$ cat src/rtl/burst_pkg.sv
package burst_pkg;
  typedef enum logic {
    ORD_ILV = 1'b0,
    ORD_LIN = 1'b1
  } order_e;

  typedef enum logic [1:0] {
    SRC_NONE = 2'd0,
    SRC_CPU  = 2'd1,
    SRC_CTL  = 2'd2
  } src_e;
endpackage

$ cat src/rtl/burst_strobe_arb.sv
module burst_strobe_arb
  import burst_pkg::*;
(
  input  logic clk,
  input  logic rst,
  input  logic stb_cpu,
  input  logic stb_ctl,
  input  logic adv,
  output logic load,
  output logic step,
  output src_e src
);
  always_comb begin
    if (stb_cpu)      src = SRC_CPU;
    else if (stb_ctl) src = SRC_CTL;
    else              src = SRC_NONE;
  end

  assign load = (src != SRC_NONE);
  assign step = adv && !load;

  // priority goes to the processor strobe whenever it is present
  assert_cpu_priority_R3: assert property (@(posedge clk) disable iff (rst)
    stb_cpu |-> (src == SRC_CPU));
endmodule

$ cat src/rtl/burst_beat_ctr.sv
module burst_beat_ctr #(
  parameter int BURST_W = 2
) (
  input  logic               clk,
  input  logic               rst,
  input  logic               load,
  input  logic               step,
  output logic [BURST_W-1:0] beat,
  output logic               last
);
  localparam logic [BURST_W-1:0] BEAT_MAX = {BURST_W{1'b1}};

  always_ff @(posedge clk) begin
    if (rst || load) beat <= '0;
    else if (step)   beat <= beat + 1'b1;
  end

  assign last = (beat == BEAT_MAX);

  assert_beat_clear_R2: assert property (@(posedge clk) disable iff (rst)
    load |=> (beat == '0));
  assert_beat_hold_R4: assert property (@(posedge clk) disable iff (rst)
    (!load && !step) |=> $stable(beat));
  assert_beat_wrap_R9: assert property (@(posedge clk) disable iff (rst)
    (!load && step && last) |=> (beat == '0));
endmodule

$ cat src/rtl/burst_base_reg.sv
module burst_base_reg
  import burst_pkg::*;
#(
  parameter int ADDR_W = 8
) (
  input  logic              clk,
  input  logic              rst,
  input  logic              load,
  input  logic [ADDR_W-1:0] addr_in,
  input  logic              order_in,
  output logic [ADDR_W-1:0] base,
  output order_e            order
);
  always_ff @(posedge clk) begin
    if (rst) begin
      base  <= '0;
      order <= ORD_ILV;
    end else if (load) begin
      base  <= addr_in;
      order <= order_e'(order_in);
    end
  end

  // the captured start address and order change only on a load
  assert_base_hold_R7: assert property (@(posedge clk) disable iff (rst)
    !load |=> ($stable(base) && $stable(order)));
endmodule

$ cat src/rtl/burst_addr_gen.sv
module burst_addr_gen
  import burst_pkg::*;
#(
  parameter int ADDR_W  = 8,
  parameter int BURST_W = 2
) (
  input  logic              clk,
  input  logic              rst,
  input  logic [ADDR_W-1:0] ext_addr,
  input  logic              stb_cpu,
  input  logic              stb_ctl,
  input  logic              adv,
  input  logic              order_sel,
  output logic [ADDR_W-1:0] cur_addr,
  output logic              last_beat
);
  localparam int HI_W = ADDR_W - BURST_W;

  function automatic logic [BURST_W-1:0] lin_lo(input logic [BURST_W-1:0] s,
                                                input logic [BURST_W-1:0] k);
    return BURST_W'(s + k);
  endfunction

  function automatic logic [BURST_W-1:0] ilv_lo(input logic [BURST_W-1:0] s,
                                                input logic [BURST_W-1:0] k);
    return s ^ k;
  endfunction

  logic               load_ev;
  logic               step_ev;
  src_e               src;
  logic [BURST_W-1:0] beat;
  logic               beat_last;
  logic [ADDR_W-1:0]  base;
  order_e             order;
  logic [BURST_W-1:0] lo_bits;

  burst_strobe_arb u_arb (
    .clk(clk), .rst(rst), .stb_cpu(stb_cpu), .stb_ctl(stb_ctl), .adv(adv),
    .load(load_ev), .step(step_ev), .src(src)
  );

  burst_beat_ctr #(.BURST_W(BURST_W)) u_ctr (
    .clk(clk), .rst(rst), .load(load_ev), .step(step_ev),
    .beat(beat), .last(beat_last)
  );

  burst_base_reg #(.ADDR_W(ADDR_W)) u_base (
    .clk(clk), .rst(rst), .load(load_ev), .addr_in(ext_addr),
    .order_in(order_sel), .base(base), .order(order)
  );

  always_comb begin
    if (order == ORD_LIN) lo_bits = lin_lo(base[BURST_W-1:0], beat);
    else                  lo_bits = ilv_lo(base[BURST_W-1:0], beat);
  end

  assign cur_addr  = {base[ADDR_W-1:BURST_W], lo_bits};
  assign last_beat = beat_last;

  assert_reset_R1: assert property (@(posedge clk)
    $past(rst) |-> (cur_addr == '0 && !last_beat));
  assert_load_addr_R2: assert property (@(posedge clk) disable iff (rst)
    (stb_cpu || stb_ctl) |=> (cur_addr == $past(ext_addr) && !last_beat));
  assert_hold_R4: assert property (@(posedge clk) disable iff (rst)
    (!stb_cpu && !stb_ctl && !adv) |=> ($stable(cur_addr) && $stable(last_beat)));
  assert_lin_step_R5: assert property (@(posedge clk) disable iff (rst)
    (!stb_cpu && !stb_ctl && adv && order == ORD_LIN)
      |=> (cur_addr[BURST_W-1:0] == BURST_W'($past(cur_addr[BURST_W-1:0]) + 1'b1)));
  assert_upper_fixed_R7: assert property (@(posedge clk) disable iff (rst)
    (!stb_cpu && !stb_ctl) |=> (cur_addr[ADDR_W-1:BURST_W] == $past(cur_addr[ADDR_W-1:BURST_W])));
  assert_hi_width_R7: assert final (HI_W > 0);
endmodule

$ cat config.mk
export PLATFORM = sky130hd
export DESIGN_NAME = burst_addr_gen
export DESIGN_NICKNAME = d
export VERILOG_FILES = /design/src/rtl/burst_pkg.sv /design/src/rtl/burst_strobe_arb.sv /design/src/rtl/burst_beat_ctr.sv /design/src/rtl/burst_base_reg.sv /design/src/rtl/burst_addr_gen.sv
export SDC_FILE = /design/constraint.sdc
export NUM_CORES = 1
export LEC_CHECK = 0
export BUFFER_PORTS_ARGS = -buffer_cell sky130_fd_sc_hd__buf_2
export CAP_MARGIN = 30
export CORE_AREA = 2 2 39 41
export CTS_BUF_LIST = sky130_fd_sc_hd__clkbuf_8 sky130_fd_sc_hd__clkbuf_16
export DETAILED_ROUTE_END_ITERATION = 12
export DIE_AREA = 0 0 41 43
export SLEW_MARGIN = 20
export SYNTH_ARGS = -nofsm -noshare
export SYNTH_HDL_FRONTEND = slang
export SYNTH_HIERARCHICAL = 1
export SYNTH_SLANG_ARGS = --single-unit
$ cat constraint.sdc
create_clock -name clk -period 2.9 [get_ports clk]
set_input_delay 0.58 -clock clk [delete_from_list [all_inputs] [get_ports clk]]
set_output_delay 0.58 -clock clk [all_outputs]
set_load 0.01 [all_outputs]
==> flow_metrics.tcl <==
set metrics [dict create \
    syn-num-nets 58 \
    die_h_um 43 \
    cts_buffer_depth 2 \
    hold_class "flip-flop to flip-flop" \
    drt_iter0_drc 1 \
    status "complete, no violations" \
    finalNetCount 83 \
    fmax_mhz 607 \
    start_util_pct 33.1 \
    crit_path_end_kind "output port" \
    wire_per_inst_um 9.90 \
    r2r_slack_ns 1.93 \
    num-fill-cells 150 \
    min_period_ns 1.65 \
    rsz0062_at_grt "no" \
    synth_area_um2 458 \
    drive_gt1_share_pct 40.9 \
    crit_type "flip-flop to output port" \
    crit_chain "ha_1 -> nand2_1 -> xnor2_1 -> buf_2" \
    max-cap-violations 0 \
    worst_hold_slack_ns 0.483 \
    synthesis.instances 42 \
    drc 0 \
    finClkSkew_ns 0.00000637 \
    path_max_fanout 3 \
    syn_to_final_growth_pct 35.0 \
    insertedDiodeCount 0 \
    finalSetupViolations 0 \
    final_cell_mix "buf_2, dfxtp_1, mux2i_1" \
    cts_setup_buffers 0 \
    grt_antenna_before_repair 0 \
    die-area_mm2 0.00176 \
    grt_pass1_vias 333 \
    slew_viol_final 0 \
    wirelength_um 812 \
    core-area_mm2 0.00138 \
    power_density_mw_per_mm2 562 \
    ir_drop_mv 0.388 \
    yosys_warnings 6 \
    syn_area_per_cell_um2 10.9 \
    grt_overflow 0 \
    path_clk_slew_ns 0.05 \
    die_w_um 41 \
    fin_crit_sh_pct 56.8 \
    cts_resized 0 \
    p_leak_nw 0.345 \
    slowest_delay_ns 0.36 \
    grt_pass1_wl_mm 1.30 \
    clock_latency_ns 0.23 \
    crit_slowest_cell "dfxtp_1" \
    ant_nets 0 \
    cts_hold_buffers 0 \
    startpoint_type "flip-flop" \
    cts_tree "yes" \
    gp_congestion 0.647 \
    tightest_slew_ns 0.603 \
    fin_area_um2 618 \
    cp.required_ns 2.32 \
    grt_max_degree 12 \
    vias 359 \
    dpl_cell_area_um2 573 \
    dp.cells 78 \
    finalSetupTns_ns 0 \
    track_usage_pct 10.4 \
    hold_violations 0 \
    rows 14 \
    ios 23 \
    cts-root-buf "clkbuf_8" \
    layout_commonest_cell "buf_2" \
    drt-vias-per-instance 4.38 \
    drt_first_pass_iters 2 \
    htree_levels 1 \
    arrival_ns 1.07 \
    port_buffers 22 \
    cts-buffers-inserted 3 \
    slew_headroom_pct 59.8 \
    layoutNonFillerInstCount 82 \
    numClockSinks 11 \
]
worst max-delay path: cells and delay by family (launching register included):
family,cells,cell delay (ns)
AND/OR/NAND/NOR,1,0.06
XOR/XNOR,1,0.11
adder cells (fa/ha/maj),1,0.17
flip-flops,1,0.36
buffers and inverters,1,0.14
path summary, 6_finish.rpt:
kind / start / end / cells past startpoint
hold / removal: u_base/base[7] / u_base/base[7] / 2
setup / recovery: u_ctr/beat[0] / cur_addr[1] / 4
hold reg to reg: u_base/base[7] / u_base/base[7] / 2
setup reg to reg: u_ctr/beat[0] / u_ctr/beat[1] / 3
per-stage QoR:
stage / util [%] / worst slack (ns) / total power [mW]
4_1_cts: 44.7 / 1.23 / 0.353
6_report: 44.7 / 1.25 / 0.347
3_5_place_dp: 41.4 / 1.29 / 0.208
5_1_grt: 44.7 / 1.18 / 0.364
2_1_floorplan: - / 1.55 / 0.191
3_3_place_gp: 41.4 / 1.31 / 0.207
power by group:
group,internal (mW),total (mW),switching (mW)
Clock,0.0923,0.143,0.0507
Sequential,0.160,0.164,0.00378
Combinational,0.0209,0.0407,0.0198
Total,0.273,0.347,0.0743
sequential cells by signal, indices dropped and copies added, names as in the netlist:
name          cells
u_base/base       8
u_ctr/beat        2
u_base/order      1
layout make-up:
type	count	area (µm²)	area share [%]
repair buffers	22	110	17.8
clock buffers	3	41.3	6.68
well taps	16	20.0	3.24
flip-flops and latches	11	220	35.6
clock inverters	1	3.75	0.607
multi-input cells	29	223	36.0
routing by layer:
| layer | routed length (µm) | track usage [%] |
|---|---|---|
| met2 | 440 | 17.8 |
| met1 | 339 | 12.1 |
| met3 | 32 | 3.14 |
| met4 | 0 | 2.00 |
| met5 | 0 | 0 |
(Power assumes the default switching activity.)
